`config.mk`:
```
export PLATFORM = sky130hd
export DESIGN_NAME = cas_mf_aligner
export DESIGN_NICKNAME = d
export VERILOG_FILES = /design/src/rtl/cas_mf_pkg.sv /design/src/rtl/cas_mf_pattern.sv /design/src/rtl/cas_mf_frame_ctr.sv /design/src/rtl/cas_mf_loss_ctr.sv /design/src/rtl/cas_mf_aligner.sv
export SDC_FILE = /design/constraint.sdc
export NUM_CORES = 1
export LEC_CHECK = 0
export CAP_MARGIN = 5
export CORE_AREA = 5 5 42 44
export DETAILED_ROUTE_END_ITERATION = 6
export DIE_AREA = 0 0 47 49
export PLACE_DENSITY_LB_ADDON = 0.05
export SLEW_MARGIN = 5
export SYNTH_ARGS = -nofsm -noshare
export SYNTH_HDL_FRONTEND = slang
export SYNTH_SLANG_ARGS = --single-unit
```
`constraint.sdc`:
```
create_clock -name clk -period 2.38 [get_ports clk]
set_clock_uncertainty 0.05 [all_clocks]
set_input_delay 0.238 -clock clk [delete_from_list [all_inputs] [get_ports clk]]
set_output_delay 0.238 -clock clk [all_outputs]
set_load 0.03 [all_outputs]
```
`src/rtl/cas_mf_pkg.sv`:
```
package cas_mf_pkg;

    localparam logic [3:0] MFAS_PATTERN = 4'b0000;

    typedef enum logic {
        ST_HUNT = 1'b0,
        ST_LOCK = 1'b1
    } mf_state_t;

    typedef struct packed {
        logic [3:0] mf_nib;
        logic [3:0] spare_nib;
    } ts16_t;

    function automatic logic is_mfas(input ts16_t oct);
        return oct.mf_nib == MFAS_PATTERN;
    endfunction

endpackage

```
`src/rtl/cas_mf_pattern.sv`:
```
module cas_mf_pattern
    import cas_mf_pkg::*;
(
    input  logic [7:0] octet_i,
    output logic       hit_o
);
    ts16_t oct;

    always_comb begin
        oct   = ts16_t'(octet_i);
        hit_o = is_mfas(oct);
    end
endmodule

```
`src/rtl/cas_mf_frame_ctr.sv`:
```
module cas_mf_frame_ctr #(
    parameter int MF_LEN = 16,
    localparam int FR_W = $clog2(MF_LEN)
) (
    input  logic            clk,
    input  logic            rst,
    input  logic            clr_i,
    input  logic            adv_i,
    output logic [FR_W-1:0] cnt_o,
    output logic            last_o
);
    localparam logic [FR_W-1:0] LAST = FR_W'(MF_LEN - 1);

    assign last_o = (cnt_o == LAST);

    always_ff @(posedge clk) begin
        if (rst || clr_i)
            cnt_o <= '0;
        else if (adv_i)
            cnt_o <= last_o ? '0 : cnt_o + 1'b1;
    end


    frame_step_chk: assert property (@(posedge clk) disable iff (rst)
        (adv_i && !clr_i && cnt_o != LAST) |=> cnt_o == FR_W'($past(cnt_o) + 1'b1));


    frame_wrap_chk: assert property (@(posedge clk) disable iff (rst)
        (adv_i && !clr_i && cnt_o == LAST) |=> cnt_o == '0);


    frame_hold_chk: assert property (@(posedge clk) disable iff (rst)
        (!adv_i && !clr_i) |=> $stable(cnt_o));
endmodule

```
`src/rtl/cas_mf_loss_ctr.sv`:
```
module cas_mf_loss_ctr #(
    parameter int LOSS_LIMIT = 2,
    localparam int LC_W = $clog2(LOSS_LIMIT + 1)
) (
    input  logic clk,
    input  logic rst,
    input  logic clr_i,
    input  logic good_i,
    input  logic bad_i,
    output logic lost_o
);
    logic [LC_W-1:0] err_cnt;

    assign lost_o = bad_i && (err_cnt == LC_W'(LOSS_LIMIT - 1));

    always_ff @(posedge clk) begin
        if (rst || clr_i || good_i || lost_o)
            err_cnt <= '0;
        else if (bad_i)
            err_cnt <= err_cnt + 1'b1;
    end


    err_clear_chk: assert property (@(posedge clk) disable iff (rst)
        good_i |=> err_cnt == '0);


    err_bound_chk: assert property (@(posedge clk) disable iff (rst)
        err_cnt < LC_W'(LOSS_LIMIT));
endmodule

```
`src/rtl/cas_mf_aligner.sv`:
```
module cas_mf_aligner
    import cas_mf_pkg::*;
#(
    parameter int MF_LEN     = 16,
    parameter int LOSS_LIMIT = 2,
    localparam int FR_W      = $clog2(MF_LEN)
) (
    input  logic            clk,
    input  logic            rst,
    input  logic            basic_lock,
    input  logic            manual_reframe,
    input  logic            ts16_valid,
    input  logic [7:0]      ts16_octet,
    output logic            mfsync_n,
    output logic [FR_W-1:0] frame_idx,
    output logic            sig_freeze
);
    mf_state_t state, state_nx;
    logic nib_ok, restart, hunt_hit, mf_start, good_mf, bad_mf, lost;
    logic fr_last;

    cas_mf_pattern u_pattern (
        .octet_i (ts16_octet),
        .hit_o   (nib_ok)
    );

    assign restart  = !basic_lock || manual_reframe;
    assign hunt_hit = (state == ST_HUNT) && ts16_valid && nib_ok && !restart;
    assign mf_start = (state == ST_LOCK) && ts16_valid && fr_last && !restart;
    assign good_mf  = mf_start && nib_ok;
    assign bad_mf   = mf_start && !nib_ok;

    cas_mf_frame_ctr #(.MF_LEN(MF_LEN)) u_frame (
        .clk    (clk),
        .rst    (rst),
        .clr_i  (restart || hunt_hit || lost || state == ST_HUNT),
        .adv_i  ((state == ST_LOCK) && ts16_valid),
        .cnt_o  (frame_idx),
        .last_o (fr_last)
    );

    cas_mf_loss_ctr #(.LOSS_LIMIT(LOSS_LIMIT)) u_loss (
        .clk    (clk),
        .rst    (rst),
        .clr_i  (restart || state == ST_HUNT),
        .good_i (good_mf),
        .bad_i  (bad_mf),
        .lost_o (lost)
    );

    always_comb begin
        state_nx = state;
        if (restart)
            state_nx = ST_HUNT;
        else if (hunt_hit)
            state_nx = ST_LOCK;
        else if (lost)
            state_nx = ST_HUNT;
    end

    always_ff @(posedge clk) begin
        if (rst)
            state <= ST_HUNT;
        else
            state <= state_nx;
    end

    assign mfsync_n   = (state != ST_LOCK);
    assign sig_freeze = (state != ST_LOCK);


    no_lock_without_basic_chk: assert property (@(posedge clk) disable iff (rst)
        !basic_lock |=> mfsync_n);


    reframe_restart_chk: assert property (@(posedge clk) disable iff (rst)
        manual_reframe |=> (mfsync_n && frame_idx == '0));


    first_pattern_lock_chk: assert property (@(posedge clk) disable iff (rst)
        (mfsync_n && basic_lock && !manual_reframe && ts16_valid
         && ts16_octet[7:4] == 4'b0000) |=> (!mfsync_n && frame_idx == '0));


    hunt_stays_chk: assert property (@(posedge clk) disable iff (rst)
        (mfsync_n && !(ts16_valid && ts16_octet[7:4] == 4'b0000)) |=> mfsync_n);


    off_frame_ignored_chk: assert property (@(posedge clk) disable iff (rst)
        (!mfsync_n && basic_lock && !manual_reframe && frame_idx != FR_W'(MF_LEN - 1))
        |=> !mfsync_n);
endmodule

```
Yosys cells after proc, flatten, opt, wreduce, memory -nomap -nowiden. Index checks and enable logic that the tools add are counted. Widths: inputs -> output; s select.

Flip-flop bits (word level): 7. Bits in latches: 0. RAM bits: 0. ROM bits: 0. Bits of input ports: 13. Output and inout port bits: 6. Memories kept: 0.

Add/subtract/negate cells: 2. Multiply operators: 0. Divide/modulo/power cells: 0. Magnitude comparators: 0. Equal/unequal tests: 2. Shift-type cells: 0. Multiplexer cells: 3. Bitwise operators: 1. Reductions and logical operators: 24.

Operators with widths (number): $logic_and 1x1->1 (9); $logic_or 1x1->1 (9); $add 4x1->4 const B (1); $eq 4x4->1 const B (1); $logic_not 4->1 (1); $mux 4 (1); $logic_not 1->1 (3); $add 2x1->2 const B (1); $eq 2x1->1 const B (1); $mux 1 (2); $reduce_bool 2->1 (1); $reduce_or 2->1 (1); $not 1->1 (1).

Longest topological paths before layout.
Depth in word-level cells: 9. Mapped depth: 5. Mapped depth without buffers: 5.

Cells and area by module. From an unflattened synthesis, not the netlist that was laid out.

Cell total of the unflattened synthesis: 46. Area, all modules: 424.2 µm².

Modules (own cells, without submodules): cas_mf_frame_ctr (times used 1, cells an instance 19, area each 180.2 µm², seq. area each 80.1 µm²); cas_mf_aligner (times used 1, cells an instance 14, area each 122.6 µm², seq. area each 20.0 µm²); cas_mf_loss_ctr (times used 1, cells an instance 12, area each 108.9 µm², seq. area each 40.0 µm²); cas_mf_pattern (times used 1, cells an instance 1, area each 12.5 µm², seq. area each 0.0 µm²).

Worst setup path after synthesis. OpenSTA, ideal clock, no wires.

Path kind: register -> register. From: register u_frame.cnt_o[0]. To: register state. Library setup time: 0.135 ns. Arrival: 1.254 ns. Path slack: 0.941 ns. Stages on the path, launching flop included: 5. Buffers on the path: 0. Clock period less this slack: 1.439 ns. Cell sequence: dfxtp_1 > ha_1 > and2_1 > and4_4 > a211oi_2.

Cells in the longest elaborated chain, start to end: 6.

RTL lines: start, declared (RTL line cas_mf_frame_ctr.sv:9) `output logic [FR_W-1:0] cnt_o,`; start signal, assigned (RTL line cas_mf_frame_ctr.sv:20) `cnt_o <= last_o ? '0 : cnt_o + 1'b1;`; $eq 4x4->1 (RTL line cas_mf_frame_ctr.sv:14) `assign last_o = (cnt_o == LAST);`; $logic_and 1x1->1 (2 in a row) (RTL line cas_mf_aligner.sv:29) `assign mf_start = (state == ST_LOCK) && ts16_valid && fr_last && !restart;`; $logic_and 1x1->1 (RTL line cas_mf_aligner.sv:31) `assign bad_mf = mf_start && !nib_ok;`; $logic_and 1x1->1 (RTL line cas_mf_loss_ctr.sv:14) `assign lost_o = bad_i && (err_cnt == LC_W'(LOSS_LIMIT - 1));`; $reduce_bool 2->1 (no source line); end signal, assigned (RTL line cas_mf_aligner.sv:65) `state <= state_nx;`; end, declared (RTL line cas_mf_aligner.sv:18) `mf_state_t state, state_nx;`.

No other way between the ends. A chain may end at the register's enable or synchronous reset.

Worst setup path in the final report.
From: register state. To: output sig_freeze.

Cells in the longest elaborated chain, start to end: 1.

RTL lines: $not 1->1 (RTL line cas_mf_aligner.sv:69) `assign sig_freeze = (state != ST_LOCK);`; end, declared (RTL line cas_mf_aligner.sv:16) `output logic sig_freeze`.

No other way between the ends.

==> run metrics <==
final layout net count=75; Rel. slew slack=79.53%; drc violations=0; Initial Util=26.61%; most common cell in the netlist=dfxtp_1; Synth Register Bits=7; Max FO, Critical Path=6; post-CTS setup buffer count=0; Post-CTS Hold Buffers=0; final setup TNS=0 ns; Int Power=~0.00019 W; CTS clock-pin slew for the worst setup and hold paths=about 0.050 ns; crit path cell chain=inv_1 -> clkdlybuf4s50_1; cell count after synthesis=42; DIE HEIGHT=49 um; remaining global-route overflow=0; sequential share of power=a little under 50%; switching pwr=0.00004721 W; Critical Path AT=between 1 and 1.5 ns; post-synth cell types=23; Die ar.=2303 um2; initial antenna violation count=0; CTS H-tree lvls=1; core area=1401 um2; Tmin final=roughly 1.7 ns; CP Launch Type=flip-flop; crit path to=sig_freeze; synthesized area=approximately 370 um2; Max VDD drop=about 0.21 mV; first-pass GRT wire length=between 1.5 and 2 mm; layout cells sized above 1=around a tenth; Num CTS Buffers=3; Worst R2R End=state; status=complete, no violations; DR vias/cell=~5.0; Simple-Gate Fraction of Synth Area=between 20% and 30%; pre-CTS setup slack=0.6307 ns; Switching Fraction=19.50%; Wirelength per Cell=about 12 um; mux share of post-synthesis cell area=roughly 2.7%; critical path's largest stage delay=around 0.68 ns; final hold vios=0; Max Cap Viol=0; adder-cell area share of the yosys netlist=roughly 6.7%; Site Rows=14; vias in the first global route=just over 400; GRT Util Overall=9.437%; fin crit share=a little under three quarters; Post-Syn Nets=57; Pleak=between 0.15 and 0.2 nW; drt first pass iters=4; Clk Latency, worst-skew pair=around 0.24 ns; Clk pwr share=a little over two fifths; n_diodes=0; CP Buf/Inv Count=2; area of the multi-input gates=around 220 um2; Routed Antenna Nets=0; dominant cells by area after synthesis=dfxtp_1 (38%), ha_1 (6.7%), a21oi_1 (5.4%); largest family of logic cells by synthesized area=simple AND/OR/NAND/NOR gates; final RePlAce weighted congestion=about 0.81; Top Family by Delay on Critical Path=buffers and inverters; final wirelength=a little over 900 um; Post-synth top cells=dfxtp_1 (7), a21oi_1 (4), nand2_1 (4), o21ai_0 (4); RSZ-0062 raised after global routing=no; Worst Hold Class=flip-flop to flip-flop; f_max=just under 600 MHz; P per Cell Area=around 440 nW/um2; compound-gate portion of the synthesized area=between 10% and 20%; synth warn=0; syn_area_per_cell=8.878 um2; Worst EP required=approximately 2.1 ns; post-route insts no fill=75; Post-Place Cells=71; cell count along the critical path=2; Post-DP HPWL=approximately 770 um; Finish-stage setup viols=0; CP max-delay cell=clkdlybuf4s50_1; Slew @ Worst Pin=about 0.31 ns; # port buffers=14; fill cell count=around 150; Final WS setup=0.6879 ns; share of the synthesized area in the top cell type=between 30% and 40%; Ports=19; FF-to-FF path depth=4; EDFF count, synth=0; combinational share of power=7.7%; Setup crit start=state; Reg2Reg Setup Slack=around 1.1 ns; xor/xnor share of the synthesized area=around 4.7%; Root Driver=clkbuf_4; CTS Sinks=7; critical path class=flip-flop to primary output; sequential area share after synthesis=about 38%; Main synth FF type=dfxtp_1; R2R Path Start=u_frame.cnt_o[0]; Initial DRC Count=6; synthesis-to-layout area growth=47.99%; Slew Viols, Final=0; post-CTS sizing=0; Reg area=140.1 um2; Die Wd=47 um; largest net degree at the start of global routing=7; CTS tree=built; Max Buffers Root-to-Sink=2; Vias=approximately 380; leading area contributor after synthesis=dfxtp_1; Synth async-reset ratio=0%; Worst setup EP type=primary output
worst min path at each step:
stage | from | end | slack (ns) | cells after the start
6_report | u_loss.err_cnt[1] | u_loss.err_cnt[1] | 0.43 | 2
5_1_grt | u_loss.err_cnt[1] | u_loss.err_cnt[1] | 0.46 | 2
4_1_cts | u_loss.err_cnt[1] | u_loss.err_cnt[1] | 0.43 | 2
3_5_place_dp | u_loss.err_cnt[1] | u_loss.err_cnt[1] | 0.42 | 2
3_3_place_gp | u_loss.err_cnt[1] | u_loss.err_cnt[1] | 0.42 | 2
2_1_floorplan | ts16_valid | u_frame.cnt_o[0] | 0.37 | 2
layout by cell type (no fill, tap or decap):
cell type / netlist / final
a211oi_1: 1 / 1
nor3_1: 1 / 1
a21oi_1: 4 / 4
or4_4: 1 / 1
xnor2_1: 1 / 1
nor4b_1: 1 / 1
clkbuf_1: 0 / 1
nand3_1: 1 / 1
nand2_1: 4 / 4
nand4_1: 2 / 2
and2_1: 1 / 1
nor2_1: 2 / 2
mux2i_1: 1 / 1
and4_4: 1 / 1
clkdlybuf4s50_1: 0 / 14
clkbuf_4: 0 / 3
a211oi_2: 1 / 1
dfxtp_1: 7 / 7
nor3b_1: 1 / 1
inv_1: 2 / 2
o21ai_0: 4 / 4
nand4b_1: 1 / 1
xor2_1: 1 / 1
and3_1: 1 / 1
ha_1: 2 / 2
routing by layer:
layer  part of all wire (%)  track usage, %  vias to the layer above  routed length [um]
li1                       -               -                      190                   -
met1                     41           10.11                      167                 368
met2                     49           14.93                       21                 442
met3                     10           3.690                        0                  94
met4                      0           5.530                        0                   0
met5                      0               0                        -                   0
power by group through the flow:
| stage | Sequential (W) | Clock (W) | Combinational [W] |
|---|---|---|---|
| after floorplan | 0.000120 | 0 | 0.00000352 |
| after global placement | 0.000120 | 0 | 0.0000184 |
| after detailed placement | 0.000120 | 0 | 0.0000189 |
| after CTS | 0.000117 | 0.000110 | 0.0000190 |
| after global routing | 0.000117 | 0.000118 | 0.0000201 |
| final | 0.000117 | 0.000106 | 0.0000187 |
area by class of cell:
cell class,count,area share (%)
repair buffers,14,25.40
flip-flops and latches,7,25.40
clock buffers,4,4.762
well taps,16,3.628
inverters,2,1.361
multi-input cells,32,39.46
logic make-up (layout without fill, tap and decap cells):
family / Yosys count / count (layout)
flip-flops: 7 / 7
XOR/XNOR: 2 / 2
adder cells (fa/ha/maj): 2 / 2
multiplexers: 1 / 1
buffers and inverters: 3 / 20
AND/OR/NAND/NOR: 17 / 17
AO/OA/AOI/OAI: 10 / 10
sequential cells by signal, summed over array words and instances (netlist names):
register,count
state,1
u_frame.cnt_o,4
u_loss.err_cnt,2
through the flow:
step / cell area [um2] / util, % / power (W) / hold WS (ns)
3_3_place_gp: 525.5 / 37.50 / 0.0001383 / 0.4191
6_report: 551.8 / 39.38 / 0.0002421 / 0.4278
5_1_grt: 551.8 / 39.38 / 0.0002555 / 0.4598
2_1_floorplan: 372.9 / - / 0.0001234 / 0.3737
4_1_cts: 551.8 / 39.38 / 0.0002467 / 0.4271
3_5_place_dp: 525.5 / 37.50 / 0.0001388 / 0.4200
tightest hold or removal path, cell delays in order (launching register included):
cell and delay [ns]:
dfxtp_1 0.30, o21ai_0 0.07, a21oi_1 0.06
Note: power is estimated with default switching activity, not from simulation.
